===== config.mk =====
export PLATFORM = sky130hd
export DESIGN_NAME = dac4_dbuf_regs
export DESIGN_NICKNAME = d
export VERILOG_FILES = /design/src/rtl/dac4_pkg.sv /design/src/rtl/dac4_decode.sv /design/src/rtl/dac4_mode_reg.sv /design/src/rtl/dac4_cfg_bank.sv /design/src/rtl/dac4_data_chan.sv /design/src/rtl/dac4_dbuf_regs.sv
export SDC_FILE = /design/constraint.sdc
export NUM_CORES = 1
export LEC_CHECK = 0
export BUFFER_PORTS_ARGS = -buffer_cell sky130_fd_sc_hd__buf_2
export CAP_MARGIN = 20
export CORE_ASPECT_RATIO = 0.75
export CORE_MARGIN = 10
export CORE_UTILIZATION = 35
export DETAILED_ROUTE_END_ITERATION = 6
export GPL_ROUTABILITY_DRIVEN = 0
export PLACE_DENSITY_LB_ADDON = 0.25
export SYNTH_ARGS = -nofsm -noshare
export SYNTH_HDL_FRONTEND = slang
export SYNTH_SLANG_ARGS = --single-unit

===== constraint.sdc =====
create_clock -name clk -period 1.38 [get_ports clk]
set_input_delay 0.069 -clock clk [delete_from_list [all_inputs] [get_ports clk]]
set_output_delay 0.069 -clock clk [all_outputs]
set_load 0.02 [all_outputs]

===== src/rtl/dac4_pkg.sv =====
package dac4_pkg;

    // Channel count and widths
    localparam int unsigned CH_N   = 4;
    localparam int unsigned CODE_W = 12;
    localparam int unsigned BUS_W  = 16;
    localparam int unsigned ADDR_W = 5;

    // Byte offsets the block answers
    localparam logic [ADDR_W-1:0] OFS_MODE  = 5'h02;
    localparam logic [ADDR_W-1:0] OFS_CFG   = 5'h12;
    localparam logic [ADDR_W-1:0] OFS_DATA0 = 5'h14;

    // Bit positions inside the configuration word (channel n uses TOP-n)
    localparam int unsigned POL_TOP  = 7;
    localparam int unsigned GAIN_TOP = 11;

    // Bit positions inside the mode word
    localparam int unsigned MODE_EN_BIT  = 1;
    localparam int unsigned MODE_BUF_BIT = 0;

    typedef struct packed {
        logic enable;
        logic buffered;
    } mode_t;

    typedef struct packed {
        logic [CH_N-1:0] bipolar;
        logic [CH_N-1:0] gain;
    } cfg_t;

    typedef struct packed {
        logic            mode_wr;
        logic            cfg_wr;
        logic            cfg_xfer;
        logic            data_xfer;
        logic [CH_N-1:0] data_wr;
    } strobe_t;

    // channel n reads polarity from bit POL_TOP-n and gain from GAIN_TOP-n
    function automatic cfg_t unpack_cfg(input logic [BUS_W-1:0] word);
        cfg_t c;
        for (int n = 0; n < CH_N; n++) begin
            c.bipolar[n] = word[POL_TOP-n];
            c.gain[n]    = word[GAIN_TOP-n];
        end
        return c;
    endfunction

    // idle code while outputs are disabled
    function automatic logic [CODE_W-1:0] idle_code(input logic bipolar);
        return bipolar ? (CODE_W'(1) << (CODE_W-1)) : '0;
    endfunction

    // Data register of channel n sits at OFS_DATA0 + 2n
    function automatic logic [ADDR_W-1:0] data_offset(input int unsigned n);
        return OFS_DATA0 + ADDR_W'(2*n);
    endfunction

endpackage


===== src/rtl/dac4_decode.sv =====
module dac4_decode
    import dac4_pkg::*;
(
    input  logic [ADDR_W-1:0] bus_addr,
    input  logic              bus_wr,
    input  logic              bus_rd,
    output strobe_t           strb
);

    logic [CH_N-1:0] data_hit;

    // One comparator per channel data register
    for (genvar g = 0; g < CH_N; g++) begin : g_data_hit
        assign data_hit[g] = bus_wr && (bus_addr == data_offset(g));
    end

    // any other offset produces no strobe at all
    always_comb begin
        strb           = '0;
        strb.mode_wr   = bus_wr && (bus_addr == OFS_MODE);
        strb.cfg_wr    = bus_wr && (bus_addr == OFS_CFG);
        strb.cfg_xfer  = bus_rd && (bus_addr == OFS_CFG);
        strb.data_xfer = bus_rd && (bus_addr == OFS_MODE);
        strb.data_wr   = data_hit;
    end

endmodule


===== src/rtl/dac4_mode_reg.sv =====
module dac4_mode_reg
    import dac4_pkg::*;
(
    input  logic       clk,
    input  logic       rst,
    input  logic       wr,
    input  logic [1:0] wbits,
    output mode_t      mode
);

    mode_t mode_q;

    always_ff @(posedge clk) begin
        if (rst) begin
            mode_q <= '0;
        end else if (wr) begin
            mode_q.enable   <= wbits[MODE_EN_BIT];
            mode_q.buffered <= wbits[MODE_BUF_BIT];
        end
    end

    assign mode = mode_q;

    // a mode write loads both bits on the next edge
    a_r2_mode_load: assert property (@(posedge clk) disable iff (rst)
        wr |=> (mode_q.enable == $past(wbits[MODE_EN_BIT])) &&
               (mode_q.buffered == $past(wbits[MODE_BUF_BIT])));

endmodule


===== src/rtl/dac4_cfg_bank.sv =====
module dac4_cfg_bank
    import dac4_pkg::*;
(
    input  logic             clk,
    input  logic             rst,
    input  logic             buffered,
    input  logic             wr,
    input  logic             xfer,
    input  logic [BUS_W-1:0] wdata,
    output cfg_t             active
);

    cfg_t shadow_q;
    cfg_t active_q;
    cfg_t incoming;

    assign incoming = unpack_cfg(wdata);

    always_ff @(posedge clk) begin
        if (rst) begin
            shadow_q <= '0;
            active_q <= '0;
        end else begin
            if (wr) begin
                shadow_q <= incoming;
            end
            // direct mode bypasses the shadow; R4: otherwise wait for xfer
            if (wr && !buffered) begin
                active_q <= incoming;
            end else if (xfer) begin
                active_q <= shadow_q;
            end
        end
    end

    assign active = active_q;

    // buffered configuration holds until a transfer read
    a_r4_cfg_hold: assert property (@(posedge clk) disable iff (rst)
        (buffered && !xfer) |=> $stable(active_q));

    // a transfer read moves the shadow into the active bits
    a_r4_cfg_xfer: assert property (@(posedge clk) disable iff (rst)
        (xfer && !(wr && !buffered)) |=> (active_q == $past(shadow_q)));

endmodule


===== src/rtl/dac4_data_chan.sv =====
module dac4_data_chan
    import dac4_pkg::*;
(
    input  logic              clk,
    input  logic              rst,
    input  logic              buffered,
    input  logic              enable,
    input  logic              bipolar,
    input  logic              wr,
    input  logic              xfer,
    input  logic [CODE_W-1:0] wdata,   // only the low code bits arrive
    output logic [CODE_W-1:0] code_out
);

    logic [CODE_W-1:0] shadow_q;
    logic [CODE_W-1:0] active_q;

    always_ff @(posedge clk) begin
        if (rst) begin
            shadow_q <= '0;
            active_q <= '0;
        end else begin
            if (wr) begin
                shadow_q <= wdata;
            end
            if (wr && !buffered) begin
                active_q <= wdata;
            end else if (xfer) begin
                active_q <= shadow_q;
            end
        end
    end

    // disabled outputs show the idle code, the active code is kept
    assign code_out = enable ? active_q : idle_code(bipolar);

    // buffered code holds until a transfer read
    a_r5_code_hold: assert property (@(posedge clk) disable iff (rst)
        (buffered && !xfer) |=> $stable(active_q));

    // a transfer read moves the shadow into the active code
    a_r5_code_xfer: assert property (@(posedge clk) disable iff (rst)
        (xfer && !(wr && !buffered)) |=> (active_q == $past(shadow_q)));

    // direct-mode writes reach the active code on the next edge
    a_r6_direct_write: assert property (@(posedge clk) disable iff (rst)
        (wr && !buffered) |=> (active_q == $past(wdata)));

endmodule


===== src/rtl/dac4_dbuf_regs.sv =====
module dac4_dbuf_regs
    import dac4_pkg::*;
(
    input  logic                   clk,
    input  logic                   rst,
    input  logic [ADDR_W-1:0]      bus_addr,
    input  logic [BUS_W-1:0]       bus_wdata,
    input  logic                   bus_wr,
    input  logic                   bus_rd,
    output logic [CH_N*CODE_W-1:0] dac_code,
    output logic [CH_N-1:0]        dac_bipolar,
    output logic [CH_N-1:0]        dac_gain
);

    strobe_t strb;
    mode_t   mode;
    cfg_t    cfg_act;

    dac4_decode i_decode (
        .bus_addr (bus_addr),
        .bus_wr   (bus_wr),
        .bus_rd   (bus_rd),
        .strb     (strb)
    );

    dac4_mode_reg i_mode (
        .clk   (clk),
        .rst   (rst),
        .wr    (strb.mode_wr),
        .wbits (bus_wdata[1:0]),
        .mode  (mode)
    );

    dac4_cfg_bank i_cfg (
        .clk      (clk),
        .rst      (rst),
        .buffered (mode.buffered),
        .wr       (strb.cfg_wr),
        .xfer     (strb.cfg_xfer),
        .wdata    (bus_wdata),
        .active   (cfg_act)
    );

    for (genvar g = 0; g < CH_N; g++) begin : g_chan
        dac4_data_chan i_chan (
            .clk      (clk),
            .rst      (rst),
            .buffered (mode.buffered),
            .enable   (mode.enable),
            .bipolar  (cfg_act.bipolar[g]),
            .wr       (strb.data_wr[g]),
            .xfer     (strb.data_xfer),
            .wdata    (bus_wdata[CODE_W-1:0]),
            .code_out (dac_code[g*CODE_W +: CODE_W])
        );
    end

    assign dac_bipolar = cfg_act.bipolar;
    assign dac_gain    = cfg_act.gain;

    // the cycle after a reset edge shows all outputs cleared
    a_r1_reset_clear: assert property (@(posedge clk)
        rst |=> (dac_code == '0) && (dac_bipolar == '0) && (dac_gain == '0));

endmodule


==> impl_metrics.json <==
{
  "synth_ff_type": "dfxtp_1",
  "die_w_microns": 165,
  "drv_cap": 0,
  "end_kind": "output pin",
  "grt_max_degree": 58,
  "wire_per_inst_microns": 20.7,
  "hold_start": "bus_wr",
  "ys_types": 32,
  "final_nets": 741,
  "clock_latency_ps": 410,
  "path_delay_family": "flip-flops",
  "grt_overflow": 0,
  "cts_max_level": 4,
  "hpwlAfterDp_microns": 11200,
  "syn_to_final_growth_pct": 28.7,
  "cpPeakStageDelay_ps": 350,
  "cp-start-kind": "flop",
  "setup_viol": 10,
  "fin_util_pct": 46.3,
  "drv_slew": 0,
  "grt_pass1_vias": 5496,
  "totalPowerFinal_w": 0.00870,
  "drtIter0Drc": 721,
  "yosysSeqAreaShare_pct": 41.4,
  "cp_data_arrival_time_ps": 1350,
  "drt_first_pass_iters": 5,
  "grt_pass1_wl_microns": 30000,
  "crit_start": "i_mode.mode[1]",
  "initial_core_util_pct": 36.0,
  "nFillCells": 1495,
  "worstSetupPathType": "flop to output pin",
  "cp_max_fo": 7,
  "cts_buffers": 17,
  "vias": 5699,
  "place.port_buffers": 76,
  "holdCritPathClass": "input pin to flop",
  "cts_tree": "yes",
  "worst-path-buf-inv": 2,
  "regToRegStartpoint": "i_mode.mode[0]",
  "antenna_found_initial": 0,
  "cp_data_required_time_ps": 1310,
  "clock.fmax_ghz": 0.707,
  "critical_path.cell_chain": "buf_8 -> mux2_4 -> buf_6",
  "p_leak_nw": 2.36,
  "synth.ff_latch_count": 114,
  "avgSynthCellArea_sq_um": 8.02,
  "grt.total_usage_pct": 17.6,
  "hold_violations": 0,
  "synthCells": 687,
  "cts.clk_slew.worst_paths_ps": 50,
  "drive_gt1_share_pct": 24.6,
  "relSlewSlack_pct": 70.0,
  "core_sq_um": 15300,
  "syn_nets": 712,
  "clockRootBuffer": "clkbuf_16",
  "hold-worst-slack_ps": 43.5,
  "cp_slowest_cell": "dfxtp_2",
  "finalCriticalPeriod_ps": 1420,
  "insertedDiodeCount": 0,
  "die_height_microns": 129,
  "fin_crit_sh_pct": 103,
  "status": "finished, violations left",
  "drcViolationCount": 0,
  "wl_microns": 19400,
  "r2r_setup_slack_ps": 30,
  "cts_buffer_depth": 2,
  "synth_edf_count": 0,
  "clkSinkCount": 114,
  "powerDensity_nw_per_um2": 1230,
  "clock_skew_ps": 6.20,
  "yosys_warnings": 0,
  "violations": "setup timing",
  "rows": 39,
  "ant_nets": 0,
  "worst_pin_slew_ps": 450,
  "rsz0062_at_grt": "yes",
  "synth_async_sr_flop_share_pct": 0,
  "viasPerCell": 6.10,
  "cts_hold_buf": 0,
  "ir_drop_v": 0.000941,
  "fp.dieArea_sq_um": 21200,
  "place_ws_ps": -134,
  "syn_area_sq_um": 5510,
  "fin_ws_ps": -35.2,
  "ioPinCount": 81
}
-- report_power, final --
part           leakage, nW  internal (W)  switching [W]
Clock                0.306       0.00315        0.00152
Combinational         1.13      0.000199       0.000494
Sequential           0.920       0.00332      0.0000140
-- cell usage after synthesis (2+ instances only) --
cell / instances / area [sq um]
nand3_1: 152 / 761
a21oi_1: 58 / 290
buf_4: 4 / 30.0
o21ai_0: 66 / 330
nand4b_1: 4 / 35.0
nand2b_1: 3 / 18.8
nor2b_1: 2 / 12.5
mux2_2: 4 / 45.0
buf_2: 19 / 95.1
a31oi_1: 48 / 300
dfxtp_1: 114 / 2280
and2_1: 44 / 275
nor3_1: 9 / 45.0
o221ai_1: 48 / 420
clkbuf_1: 75 / 282
buf_1: 2 / 7.51
a311oi_1: 8 / 70.1
nand4_1: 8 / 50.1
buf_6: 4 / 45.0
and4b_1: 2 / 20.0
nand2_1: 2 / 7.51
-- layout by cell type (no fill, tap or decap), types with 3 or more instances in the layout --
cell       synthesis  final
nand4_1            8      8
a21oi_1           58     58
o21ai_0           66     66
buf_2             19     58
o221ai_2           0     17
o221ai_1          48     31
buf_6              4      9
a31oi_1           48     48
and2_1            44     43
buf_4              4     29
clkbuf_8           0      3
a311oi_1           8      8
clkbuf_16          0     19
nand3_1          152    152
mux2_4             0      4
nor3_1             9      8
dfxtp_1          114    112
bufinv_16          0      4
clkinv_2           0      4
buf_12             0     15
nand4b_1           4      4
-- cell type report --
class	instances	area (sq um)	share of cell area, %
Tap cell	205	256	3.62
Sequential cell	114	2280	32.2
Multi-Input combinational cell	469	2940	41.5
Timing Repair Buffer	114	975	13.7
Clock buffer	22	474	6.69
Clock inverter	10	155	2.19
-- worst register-to-register path, delay by kind of cell (launching register included) --
family	cells	cell delay, ps
simple gates	1	370
buf+inv	1	200
compound gates	2	300
flops	1	350
-- logic make-up (layout without fill, tap and decap cells) --
kind of cell | Yosys count | after routing | share of synthesized area, %
AO/OA/AOI/OAI | 228 | 228 | 25.6
flip-flops | 114 | 114 | 41.4
buffers and inverters | 105 | 146 | 8.43
AND/OR/NAND/NOR | 236 | 237 | 23.7
multiplexers | 4 | 4 | 0.818
-- through the flow --
stage | setup TNS, ps | std cells | area [sq um]
after floorplan | 0 | 687 | 5650
after global placement | -864 | 897 | 6230
after detailed placement | -1870 | 897 | 6230
after CTS | -128 | 931 | 6970
after global routing | -2120 | 934 | 7090
final | -167 | 934 | 7090
-- layer usage --
layer | track usage, % | routed length [microns] | part of all wire (%)
met1 | 23.7 | 8800 | 45
met2 | 26.6 | 8480 | 44
met3 | 5.29 | 1780 | 9.2
met4 | 5.04 | 323 | 1.7
met5 | 0 | 0 | 0
-- path summary, 6_finish.rpt --
check                           cells past startpoint                             to
worst max-delay path                                3                   dac_code[11]
worst min-delay path                                3                 i_mode.mode[0]
worst max register to register                      4  g_chan[2].i_chan.active_q[11]
worst min register to register                      2   g_chan[3].i_chan.shadow_q[0]
-- sequential cells by signal, indices dropped and copies added, names as in the netlist --
signal,count
i_cfg.shadow_q,8
i_cfg.active,8
g_chan.i_chan.shadow_q,48
g_chan.i_chan.active_q,48
i_mode.mode,2
-- what timing repair did --
item                                    CTS  global route
gates cloned                              0             3
gates resized for setup                  31            14
buffers inserted                          2             0
pin swaps                                 1             2
endpoints found under the setup margin   43            88
Note: power is estimated with default switching activity, not from simulation.
